### config.mk
export PLATFORM = sky130hd
export DESIGN_NAME = rpa_prefetch_arbiter
export DESIGN_NICKNAME = d
export VERILOG_FILES = /design/src/rtl/rpa_pkg.sv /design/src/rtl/rpa_prog_track.sv /design/src/rtl/rpa_prefetch_sel.sv /design/src/rtl/rpa_reach_eval.sv /design/src/rtl/rpa_prefetch_arbiter.sv
export SDC_FILE = /design/constraint.sdc
export NUM_CORES = 1
export LEC_CHECK = 0
export BUFFER_PORTS_ARGS = -buffer_cell sky130_fd_sc_hd__buf_2
export CORE_MARGIN = 4
export CORE_UTILIZATION = 53
export CTS_CLUSTER_DIAMETER = 40
export DETAILED_ROUTE_END_ITERATION = 6
export GPL_ROUTABILITY_DRIVEN = 0
export PLACE_DENSITY = 0.77
export SLEW_MARGIN = 30
export SYNTH_ARGS = -nofsm -noshare
export SYNTH_HDL_FRONTEND = slang
export SYNTH_SLANG_ARGS = --single-unit
### constraint.sdc
create_clock -name clk -period 3.4 [get_ports clk]
set_clock_uncertainty 0.1 [all_clocks]
set_input_delay 0.17 -clock clk [delete_from_list [all_inputs] [get_ports clk]]
set_output_delay 0.17 -clock clk [all_outputs]
set_load 0.01 [all_outputs]
### src/rtl/rpa_pkg.sv
package rpa_pkg;
   typedef enum logic [1:0] {
      EX_SW   = 2'd0,
      EX_HW   = 2'd1,
      EX_WAIT = 2'd2
   } exec_mode_e;
endpackage

### src/rtl/rpa_prog_track.sv
module rpa_prog_track #(
   parameter int IDW     = 4,
   parameter int NMOD    = 15,
   parameter int REC_CYC = 40,
   parameter int PW      = 6
) (
   input  logic                clk,
   input  logic                rst_n,
   input  logic [IDW-1:0]      ldr_id,
   input  logic [NMOD-1:0]     loaded_map,
   output logic [NMOD*PW-1:0]  prog_flat
);
   localparam logic [PW-1:0] LIMIT = PW'(REC_CYC);

   for (genvar m = 0; m < NMOD; m++) begin : g_ctr
      logic [PW-1:0] cnt;
      always_ff @(posedge clk) begin
         if (!rst_n) begin
            cnt <= '0;
         end else if (loaded_map[m]) begin
            cnt <= '0;
         end else if (ldr_id == IDW'(m) && cnt < LIMIT) begin
            cnt <= cnt + 1'b1;
         end
      end
      assign prog_flat[m*PW +: PW] = cnt;
   end
endmodule

### src/rtl/rpa_prefetch_sel.sv
module rpa_prefetch_sel #(
   parameter int IDW   = 4,
   parameter int DEPTH = 4,
   parameter int NMOD  = 15
) (
   input  logic [DEPTH-1:0]     q_vld,
   input  logic [DEPTH*IDW-1:0] q_ids,
   input  logic [NMOD-1:0]      loaded_map,
   input  logic [IDW-1:0]       ldr_id,
   output logic                 go,
   output logic                 preempt,
   output logic [IDW-1:0]       sel_id
);
   localparam logic [IDW-1:0] NONE = {IDW{1'b1}};

   logic [NMOD:0]          res_ext;
   logic [IDW-1:0]         ent [DEPTH];
   logic [DEPTH-1:1]       cand;
   logic                   head_ok, head_res, idle, head_busy;

   assign res_ext = {1'b1, loaded_map};

   for (genvar i = 0; i < DEPTH; i++) begin : g_ent
      assign ent[i] = q_ids[i*IDW +: IDW];
   end
   for (genvar i = 1; i < DEPTH; i++) begin : g_cand
      assign cand[i] = q_vld[i] && (ent[i] != NONE) && !res_ext[ent[i]];
   end

   assign head_ok   = q_vld[0] && (ent[0] != NONE);
   assign head_res  = res_ext[ent[0]];
   assign idle      = (ldr_id == NONE);
   assign head_busy = (ldr_id == ent[0]);

   always_comb begin
      logic found;
      found   = 1'b0;
      go      = 1'b0;
      preempt = 1'b0;
      sel_id  = '0;
      if (head_ok) begin
         if (!head_res) begin
            if (idle) begin
               go     = 1'b1;
               sel_id = ent[0];
            end else if (!head_busy) begin
               go      = 1'b1;
               preempt = 1'b1;
               sel_id  = ent[0];
            end
         end else if (idle) begin
            for (int i = 1; i < DEPTH; i++) begin
               if (!found && cand[i]) begin
                  found  = 1'b1;
                  go     = 1'b1;
                  sel_id = ent[i];
               end
            end
         end
      end
   end
endmodule

### src/rtl/rpa_reach_eval.sv
module rpa_reach_eval
   import rpa_pkg::*;
#(
   parameter int IDW     = 4,
   parameter int NMOD    = 15,
   parameter int LATW    = 8,
   parameter int REC_CYC = 40,
   parameter int PW      = 6
) (
   input  logic [IDW-1:0]     reach_id,
   input  logic [LATW-1:0]    hw_lat,
   input  logic [LATW-1:0]    sw_lat,
   input  logic [NMOD-1:0]    loaded_map,
   input  logic [IDW-1:0]     ldr_id,
   input  logic [NMOD*PW-1:0] prog_flat,
   output exec_mode_e         mode
);
   localparam int SUMW = ((LATW > PW) ? LATW : PW) + 1;

   logic [NMOD:0]          res_ext;
   logic [(NMOD+1)*PW-1:0] prog_ext;
   logic [PW-1:0]          prog_sel, rem;
   logic [SUMW-1:0]        total;

   assign res_ext  = {1'b1, loaded_map};
   assign prog_ext = {{PW{1'b0}}, prog_flat};
   assign prog_sel = prog_ext[reach_id*PW +: PW];
   assign rem      = PW'(REC_CYC) - prog_sel;
   assign total    = SUMW'(rem) + SUMW'(hw_lat);

   always_comb begin
      if (reach_id == {IDW{1'b1}}) begin
         mode = EX_SW;
      end else if (res_ext[reach_id]) begin
         mode = EX_HW;
      end else if (ldr_id == reach_id && total < SUMW'(sw_lat)) begin
         mode = EX_WAIT;
      end else begin
         mode = EX_SW;
      end
   end
endmodule

### src/rtl/rpa_prefetch_arbiter.sv
module rpa_prefetch_arbiter
   import rpa_pkg::*;
#(
   parameter int IDW     = 4,
   parameter int DEPTH   = 4,
   parameter int LATW    = 8,
   parameter int REC_CYC = 40,
   parameter logic [((1<<IDW)-1)*((1<<IDW)-1)-1:0] CONF_MAP = 'h8002
) (
   input  logic                  clk,
   input  logic                  rst_n,
   input  logic                  dp_vld,
   input  logic [DEPTH-1:0]      q_vld,
   input  logic [DEPTH*IDW-1:0]  q_ids,
   input  logic [(1<<IDW)-2:0]   loaded_map,
   input  logic [IDW-1:0]        ldr_id,
   input  logic                  reach_vld,
   input  logic [IDW-1:0]        reach_id,
   input  logic [LATW-1:0]       reach_hw_lat,
   input  logic [LATW-1:0]       reach_sw_lat,
   output logic                  ld_req,
   output logic [IDW-1:0]        ld_id,
   output logic                  ld_resume,
   output logic                  ld_preempt,
   output logic [(1<<IDW)-2:0]   clr_mask,
   output logic                  exec_vld,
   output logic [1:0]            exec_mode
);
   localparam int NMOD = (1 << IDW) - 1;
   localparam int PW   = $clog2(REC_CYC + 1);

   if (IDW < 2 || IDW > 6) begin : g_bad_idw
      $error("rpa_prefetch_arbiter: IDW out of range");
   end
   if (DEPTH < 2) begin : g_bad_depth
      $error("rpa_prefetch_arbiter: DEPTH must be at least 2");
   end
   if (REC_CYC < 1) begin : g_bad_rec
      $error("rpa_prefetch_arbiter: REC_CYC must be positive");
   end

   logic [NMOD*PW-1:0]       prog_flat;
   logic [(NMOD+1)*PW-1:0]   prog_ext;
   logic [(NMOD+1)*NMOD-1:0] conf_ext;
   logic                     go, pre;
   logic [IDW-1:0]           sel_id;
   exec_mode_e               mode;
   logic                     fire;

   rpa_prog_track #(.IDW(IDW), .NMOD(NMOD), .REC_CYC(REC_CYC), .PW(PW)) u_prog (
      .clk(clk), .rst_n(rst_n), .ldr_id(ldr_id),
      .loaded_map(loaded_map), .prog_flat(prog_flat)
   );

   rpa_prefetch_sel #(.IDW(IDW), .DEPTH(DEPTH), .NMOD(NMOD)) u_sel (
      .q_vld(q_vld), .q_ids(q_ids), .loaded_map(loaded_map), .ldr_id(ldr_id),
      .go(go), .preempt(pre), .sel_id(sel_id)
   );

   rpa_reach_eval #(.IDW(IDW), .NMOD(NMOD), .LATW(LATW), .REC_CYC(REC_CYC), .PW(PW)) u_eval (
      .reach_id(reach_id), .hw_lat(reach_hw_lat), .sw_lat(reach_sw_lat),
      .loaded_map(loaded_map), .ldr_id(ldr_id), .prog_flat(prog_flat), .mode(mode)
   );

   assign prog_ext = {{PW{1'b0}}, prog_flat};
   assign conf_ext = {{NMOD{1'b0}}, CONF_MAP};
   assign fire     = dp_vld && go;

   always_ff @(posedge clk) begin
      if (!rst_n) begin
         ld_req     <= 1'b0;
         ld_id      <= '0;
         ld_resume  <= 1'b0;
         ld_preempt <= 1'b0;
         clr_mask   <= '0;
         exec_vld   <= 1'b0;
         exec_mode  <= 2'd0;
      end else begin
         ld_req     <= fire;
         ld_id      <= fire ? sel_id : '0;
         ld_preempt <= fire && pre;
         ld_resume  <= fire && (prog_ext[sel_id*PW +: PW] != '0);
         clr_mask   <= fire ? conf_ext[sel_id*NMOD +: NMOD] : '0;
         exec_vld   <= reach_vld;
         exec_mode  <= reach_vld ? mode : EX_SW;
      end
   end
endmodule

Yosys cells after proc, flatten, opt, wreduce, memory -nomap -nowiden
Cells that the tools add are included.
{"block": "word_totals", "ff_bits": 115, "in_bits": 63}
{"block": "classes", "addsub": 17, "mul": 3, "magnitude_cmp": 21, "n_eq_ne": 22, "n_shift": 3, "mux": 38, "bitwise": 2, "reduce_logical": 53}
{"cell": "240-bit by 9-bit variable part select with 15-bit output (first input constant)", "count": 1}
{"cell": "96-bit by 8-bit variable part select with 6-bit output", "count": 2}
{"cell": "6-bit by 1-bit adder with 6-bit output (second input constant)", "count": 15}
{"cell": "6-bit < comparator (second input constant)", "count": 15}
{"cell": "4-bit equality test (second input constant)", "count": 9}
{"cell": "4-bit 2-to-1 mux", "count": 8}
{"cell": "2-bit OR reduction", "count": 15}
{"cell": "1-bit logical AND", "count": 28}
{"cell": "4-bit by 5-bit < comparator with 1-bit output (second input constant)", "count": 5}
{"cell": "1-bit 2-to-1 mux", "count": 24}
{"cell": "1-bit binary-select mux with 4-bit select", "count": 5}
{"cell": "4-bit by 3-bit equality test with 1-bit output (second input constant)", "count": 4}
{"cell": "4-bit != test (second input constant)", "count": 4}
{"cell": "4-bit by 2-bit multiplier with 6-bit output (second input constant)", "count": 2}
{"cell": "6-bit by 8-bit adder with 9-bit output", "count": 1}
{"cell": "9-bit by 8-bit < comparator with 1-bit output", "count": 1}
{"cell": "4-bit by 2-bit equality test with 1-bit output (second input constant)", "count": 2}
{"cell": "4-bit equality test", "count": 2}
{"cell": "4-bit by 4-bit multiplier with 8-bit output (second input constant)", "count": 1}
{"cell": "6-bit nonzero test", "count": 1}
{"cell": "6-bit subtractor (first input constant)", "count": 1}
{"cell": "1-bit zero test", "count": 5}
{"cell": "4-bit by 1-bit equality test with 1-bit output (second input constant)", "count": 1}
{"cell": "4-bit zero test", "count": 1}
{"cell": "5 further kinds", "count": 6}

Depth between registers and ports, before layout
Gate-level depths: netlist (run 1).
{"block": "depth", "depth_word": 24, "ltp_mapped": 19, "ltp_nobuf": 18}

Hierarchy
Synthesis (run 1) repeated with hierarchy kept, for this count alone.
{"block": "hier_totals", "hier_cells": 883, "area_unflattened_um2": 7846.3}
{"mod": "rpa_prog_track", "n_inst": 1, "cells_per_inst": 539, "area_each_um2": 4697.0, "seq_area_each_um2": 1801.7}
{"mod": "rpa_reach_eval", "n_inst": 1, "cells_per_inst": 162, "area_each_um2": 1585.3, "seq_area_each_um2": 0.0}
{"mod": "rpa_prefetch_sel", "n_inst": 1, "cells_per_inst": 93, "area_each_um2": 834.6, "seq_area_each_um2": 0.0}
{"mod": "rpa_prefetch_arbiter", "n_inst": 1, "cells_per_inst": 89, "area_each_um2": 729.4, "seq_area_each_um2": 240.2}

Worst setup path after synthesis (run 1)
Ideal clock, no wire load.
{"block": "synth_path", "path_kind": "input to register", "startpoint": "input reach_id[0]", "endpoint": "register exec_mode[1]", "arrival_time_ns": 3.564, "t_required_ns": 3.214, "slack_ns": -0.349, "cell_stages": 14, "path_buffers": 3, "path_cell_list": "buf_2 > buf_2 > buf_1 > mux4_2 > mux4_2 > xor2_1 > ha_1 > a21oi_1 > o21ai_0 > xor2_1 > ha_1 > o21ai_0 > nand2b_1 > a211oi_1"}
{"block": "synth_between", "elab_chain_cells": 7}
{"element": "from (decl)", "line": "rpa_prefetch_arbiter.sv:18", "rtl": "input logic [IDW-1:0] reach_id,"}
{"element": "4-bit by 2-bit multiplier with 6-bit output", "line": "rpa_reach_eval.sv:27", "rtl": "assign prog_sel = prog_ext[reach_id*PW +: PW];"}
{"element": "96-bit by 8-bit variable part select with 6-bit output", "line": "rpa_reach_eval.sv:27"}
{"element": "6-bit subtractor", "line": "rpa_reach_eval.sv:28", "rtl": "assign rem = PW'(REC_CYC) - prog_sel;"}
{"element": "6-bit by 8-bit adder with 9-bit output", "line": "rpa_reach_eval.sv:29", "rtl": "assign total = SUMW'(rem) + SUMW'(hw_lat);"}
{"element": "9-bit by 8-bit < comparator with 1-bit output", "line": "rpa_reach_eval.sv:36", "rtl": "end else if (ldr_id == reach_id && total < SUMW'(sw_lat)) begin"}
{"element": "1-bit logical AND", "line": "rpa_reach_eval.sv:36"}
{"element": "2-bit 2-to-1 mux", "line": "rpa_reach_eval.sv:36"}
{"element": "to (signal assigned)", "line": "rpa_prefetch_arbiter.sv:85", "rtl": "exec_mode <= reach_vld ? mode : EX_SW;"}
{"element": "to (decl)", "line": "rpa_prefetch_arbiter.sv:27", "rtl": "output logic [1:0] exec_mode"}
Several ways; a longest one is shown, not always the timed one. The select of a mux whose other input is x is not followed.
A chain may end at the register's enable or synchronous reset.

Final worst setup path (run 1)
{"block": "layout_path", "startpoint": "register u_prog.g_ctr[0].cnt[0]", "endpoint": "register exec_mode[1]"}
{"block": "layout_between", "elab_chain_cells": 6}
{"element": "from (decl)", "line": "rpa_prog_track.sv:16", "rtl": "logic [PW-1:0] cnt;"}
{"element": "from (signal assigned)", "line": "rpa_prog_track.sv:23", "rtl": "cnt <= cnt + 1'b1;"}
{"element": "96-bit by 8-bit variable part select with 6-bit output", "line": "rpa_reach_eval.sv:27"}
{"element": "6-bit subtractor", "line": "rpa_reach_eval.sv:28"}
{"element": "6-bit by 8-bit adder with 9-bit output", "line": "rpa_reach_eval.sv:29"}
{"element": "9-bit by 8-bit < comparator with 1-bit output", "line": "rpa_reach_eval.sv:36"}
{"element": "1-bit logical AND", "line": "rpa_reach_eval.sv:36"}
{"element": "2-bit 2-to-1 mux", "line": "rpa_reach_eval.sv:36"}
Every way passes these cells.

==> qor.yml, run 1 <==
status: "complete, but fails checks"
violations: "negative setup slack"
ys_async_sr_fraction_pct: 0
yosys.area.top_type: "dfxtp_1"
max_cap_violations: 0
ant_nets: 0
io_pins: 88
routed_via_density: 5.895
synthTopCellsByCount: "134 x nor2_1, 102 x dfxtp_1, 51 x nand2_1, 50 x xor2_1, 35 x mux4_2"
rrSetupSlack_ns: -0.34
drt_iter0_drc: 614
start_util_pct: 53.92
clockBufferDepth: 2
hold_violations: 0
grt_pass1_vias: 6010
critPathRequiredTime_ns: 3.58
ys_seq_elements: 102
cp_top_family: "multiplexers"
cp_slowest_stage_delay_ns: 0.52
swShare_pct: 26.91
grt_overflow_total: 0
fmax_ghz: 0.2673
critPathMaxFanout: 3
drc: 0
cts_num_sinks: 102
drive_gt1_share_pct: 26.82
p_clk_share_pct: 37.2
numCtsBuffers: 9
cellPowerDensity_nw_per_um2: 316.9
layout.nets: 986
die_y_um: 121.1
power.internal_mw: 1.891
cp-start-kind: "flip-flop"
hold_start: "reach_hw_lat[7]"
end_kind: "flip-flop"
min_period_ns: 3.741
tightest_slew_ns: 0.9369
pwr-share-seq_pct: 46.5
setup_violations: 1
netlist_instances: 751
seq_area_frac_synth_pct: 30.13
first_pass_iters: 5
drt-total-wl_um: 19040
track_usage_pct: 26.37
yosys_warnings: 0
cts_tree: "built"
hold_depth: 4
pwr-share-comb_pct: 16.3
n_antenna_cell: 0
htree_levels: 3
yosysUniqueCellTypes: 67
cts-root-buf: "clkbuf_16"
die_w_um: 121.1
setup_tns_ns: -0.3408
yosysMostFrequentCell: "nor2_1"
area_growth_pct: 20.48
finalHoldWorstSlack_ns: 0.06062
vdd_drop_max_v: 0.0002360
crit_type: "reg -> reg"
syn_area_um2: 6776
critPathSlowestCell: "mux4_2"
path_cells: "mux4_2 -> mux4_2 -> or3_4 -> xnor2_1 -> ha_1 -> inv_1 -> o21bai_1 -> a21oi_2 -> buf_4 -> xnor2_2 -> ha_1 -> nor2b_1 -> o21ai_1 -> nand2b_1 -> a211oi_2"
crit_start: "u_prog.g_ctr[0].cnt[0]"
r2r-start: "u_prog.g_ctr[0].cnt[0]"
synth_ff_type: "dfxtp_1"
rsz0062_at_grt: "yes"
grt_max_degree: 18
core_region_area_um2: 12570
die-area_um2: 14660
dpl.hpwl_um: 14710
wire_per_inst_um: 17.85
leakage_nw: 3.326
total_power_mw: 2.587
synth-edff-count: 0
cp.arrival_ns: 3.92
drv_slew: 0
synth_area_leaders: "dfxtp_1 30%, mux4_2 12%, nor2_1 7.4%"
max_slew_margin_pct: 36.66
num_vias: 6290
power.switching_mw: 0.6961
hp-class: "in -> reg"
cts.clk_slew.worst_paths_ns: 0.07
grt_pass1_wl_um: 30400
reg2reg_depth: 15
hold_end: "exec_mode[1]"
antenna_found_initial: 0
clk_latency_ns: 0.35
nFillCells: 1006
syn_area_per_cell_um2: 9.023
synth_top_cell_area_share_pct: 30.13
r2r_end: "exec_mode[1]"
fin_ws_ns: -0.3408
crit_buf_inv: 2
finalCritPeriodShare_pct: 110.0
port_buffers: 74
num_rows: 41
-- worst min-delay path: stages --
cell and delay [ns]:
buf_2 0.10, nand3_1 0.07, nand2_1 0.08, a211oi_2 0.04
-- routing by layer --
layer | wire length (um) | GRT usage, %
met5 | 0 | 0
met4 | 784 | 13.24
met3 | 1794 | 4.056
met2 | 8612 | 41.54
met1 | 7852 | 35.27
-- per-stage QoR --
stage                     util, %  cell area, um^2  cells  setup WS [ns]
after floorplan                 -             6882    763       0.005506
after global placement      62.23             7821   1050        -0.3992
after detailed placement    62.23             7821   1050        -0.5340
after CTS                   64.53             8110   1066        -0.2003
after global routing        64.96             8164   1067        -0.4502
final                       64.96             8164   1067        -0.3408
-- cell usage in the layout (no fill, tap or decap), types with 6 or more instances in the layout --
cell type / netlist / routed
a21oi_1: 14 / 10
and2_1: 7 / 7
buf_2: 5 / 73
buf_4: 13 / 79
clkbuf_16: 0 / 9
conb_1: 1 / 13
dfxtp_1: 102 / 94
dfxtp_2: 0 / 8
ha_1: 30 / 27
inv_1: 18 / 16
mux2i_1: 33 / 33
mux4_2: 35 / 35
nand2_1: 51 / 51
nand2b_1: 26 / 26
nand3_1: 9 / 9
nand4_1: 32 / 32
nor2_1: 134 / 134
nor2b_1: 12 / 12
nor3_1: 16 / 15
nor4_1: 8 / 8
o21a_1: 6 / 6
o21ai_0: 19 / 15
or4_1: 13 / 13
xnor2_1: 27 / 26
xor2_1: 50 / 50
-- registers in the layout, summed over array words and instances, names as in the netlist --
name / count
exec_vld: 1
ld_req: 1
ld_preempt: 1
clr_mask: 2
u_prog.g_ctr.cnt: 90
ld_resume: 1
exec_mode: 2
ld_id: 4
-- how the worst max path moves through the flow --
stage	cells after the start	slack, ns	endpoint
6_report	15	-0.34	exec_mode[1]
5_1_grt	15	-0.45	exec_mode[1]
4_1_cts	15	-0.20	exec_mode[1]
3_5_place_dp	17	-0.53	exec_mode[1]
3_3_place_gp	15	-0.40	exec_mode[1]
2_1_floorplan	14	0.006	exec_mode[1]
-- power by group through the flow --
stage | clock (mW) | combinational, mW | sequential [mW]
floorplan | 0 | 0.268 | 1.23
global placement | 0 | 0.397 | 1.23
detailed placement | 0 | 0.402 | 1.23
CTS | 0.976 | 0.407 | 1.20
global route | 1.03 | 0.458 | 1.20
finish | 0.963 | 0.421 | 1.20
-- timing repair --
action | 4_1_cts | 5_1_grt
setup endpoints to repair | 1 | 1
hold buffers | 1 | 0
resized for setup | 2 | 11
pin swaps | 3 | 8
buffers inserted | 1 | 1
hold endpoints to repair | 1 | 0
-- cell families (layout without fill, tap and decap cells) --
group                      after synthesis  after routing  synth area share, %
other                                    1             13              0.05534
xor gates and xnor gates                77             77                9.952
buffers and inverters                   56            188                4.357
adders and majority gates               31             31                5.835
muxes                                   72             72                17.17
and+or+nand+nor                        328            328                23.69
DFF                                    102            102                30.13
AOI/OAI and AO/OA                       84             84                8.808
-- layout make-up --
type	count	area (um^2)	share of cell area (%)
multi-input combinational	605	4564	55.91
sequential	102	2052	25.13
timing repair buffer	155	996.0	12.20
clock buffer	11	242.7	2.973
tap	172	215.2	2.636
inverter	19	71.32	0.8736
clock inverter	3	22.52	0.2759
Note: power is estimated with default switching activity, not from simulation.
==> run 2: changes to the inputs <==
CORE_UTILIZATION = 63   (was 53)
PLACE_DENSITY = 0.86   (was 0.77)
clock period = 4.65 ns   (was 3.4 ns; I/O delays follow)
==> qor.yml, run 2 (synthesis gave the netlist of run 1 again) <==
status: "finished, final reports clean"
nFillCells: 757
finish.utilization_pct: 71.00
post_dp_cell_area_um2: 7153
largest_register_ffs: 90
max_cap_violations: 0
top_register: "u_prog.g_ctr.cnt"
num_vias: 6367
cp-start-kind: "primary input"
hold_violations: 0
area_growth_pct: 9.140
multi_input_comb_area_um2: 4509
grt_max_degree: 33
track_usage_pct: 30.42
fin_ws_ns: 0.4263
regArea_um2: 2042
vdd_drop_max_v: 0.0001964
antenna_found_initial: 2
fmax_ghz: 0.2368
die_y_um: 111.7
htree_levels: 3
tightest_slew_ns: 0.9845
finalHoldWorstSlack_ns: 0.02483
path_common_cell: "ha_1"
leakage_nw: 2.879
cp.arrival_ns: 4.44
wire_per_inst_um: 20.02
rsz0062_at_grt: "no"
grt_pass1_wl_um: 30610
ant_nets: 0
path_cells: "buf_2 -> nor2b_1 -> nand2_1 -> o21ai_0 -> mux4_2 -> inv_1 -> ha_1 -> ha_1 -> a21o_1 -> a21oi_1 -> o21bai_1 -> a21oi_1 -> nor2b_1 -> o21ai_0 -> xnor2_1 -> ha_1 -> nor3_1 -> nand2_1 -> a211oi_1"
start_util_pct: 65.06
dpl.hpwl_um: 14330
cp_top_family: "compound AO/OA/AOI/OAI gates"
cts_num_sinks: 102
crit_start: "reach_id[1]"
post_cts_resized: 0
grt_overflow_total: 0
grt_pass1_vias: 6057
final_cell_mix: "134 x nor2_1, 102 x dfxtp_1, 74 x buf_2"
crit_type: "in -> reg"
core_region_area_um2: 10420
first_pass_iters: 6
drt_iter0_drc: 763
crit_buf_inv: 2
layout.cells.non_filler: 955
drc: 0
hp-class: "in -> reg"
cts_tree: "built"
clk_latency_ns: 0.39
cts.clk_slew.worst_paths_ns: 0.11
postCtsSetupRepairBufs: 0
hold_start: "reach_vld"
clockBufferDepth: 2
setup_tns_ns: 0
critPathRequiredTime_ns: 4.87
min_period_ns: 4.224
top_regs: "u_prog.g_ctr.cnt: 90 flops, ld_id: 4 flops"
drive_gt1_share_pct: 17.48
setup_violations: 0
die_w_um: 111.7
r2r-start: "u_prog.g_ctr[3].cnt[0]"
final_common_cell: "nor2_1"
die-area_um2: 12480
max_slew_margin_pct: 33.44
drv_slew: 0
cellPowerDensity_nw_per_um2: 241.4
total_power_mw: 1.786
port_buffers: 74
cts-root-buf: "clkbuf_8"
cp_slowest_stage_delay_ns: 0.58
io_pins: 88
fin_area_um2: 7396
routed_via_density: 6.667
placed_cells: 938
end_kind: "flip-flop"
critPathSlowestCell: "buf_2"
layout.nets: 907
critPathMaxFanout: 32
drt-total-wl_um: 19120
num_rows: 37
ctsHoldBuffers: 0
numCtsBuffers: 9
pre_cts_slack_ns: 0.08981
finalCritPeriodShare_pct: 90.83
## run 2: changes by cell type in the layout (fill, tap and decap cells not counted), sizes merged
| cell | previous run | this run |
|---|---|---|
| clkinv | 0 | 1 |
| bufinv | 0 | 2 |
| dlygate4sd3 | 1 | 0 |
| clkbuf | 12 | 11 |
| buf | 153 | 76 |
| diode | 0 | 1 |
| clkinvlp | 3 | 2 |
## run 2: final timing paths
check        cells past startpoint  slack, ns                     end
max                             19       0.43            exec_mode[1]
max reg2reg                     16       0.54            exec_mode[1]
min reg2reg                      2       0.42  u_prog.g_ctr[8].cnt[5]
min                              3       0.02                exec_vld
## run 2: cell type report
class,instances,area share (%)
Timing Repair Buffer,76,5.211
Multi-Input combinational cell,605,60.97
Sequential cell,102,27.61
Inverter,19,0.9643
Clock inverter,5,1.133
Clock buffer,11,1.776
Tap cell,136,2.301
Antenna cell,1,0.03384
## run 2: where the power goes
part / internal [mW] / switching (mW) / total (mW) / leakage, nW
Sequential: 0.877 / 0.00406 / 0.881 / 0.822
Combinational: 0.113 / 0.170 / 0.283 / 1.96
Clock: 0.305 / 0.317 / 0.621 / 0.0998
## run 2: worst reg2reg max path, cell delays in order, from the launching register on
cell and delay [ns]:
dfxtp_1 0.39, mux4_2 0.50, mux4_2 0.51, inv_1 0.08
ha_1 0.26, ha_1 0.30, a21o_1 0.16, a21oi_1 0.26
o21bai_1 0.10, a21oi_1 0.25, nor2b_1 0.07, o21ai_0 0.20
xnor2_1 0.11, ha_1 0.21, nor3_1 0.26, nand2_1 0.08
a211oi_1 0.21
## run 2: routing by layer
layer / GRT usage (%) / vias to the layer above / share of wire, %
li1: - / 2811 / -
met1: 37.48 / 2952 / 35
met2: 48.84 / 510 / 47
met3: 9.076 / 92 / 13
met4: 14.68 / 2 / 4.6
met5: 0 / - / 0.068
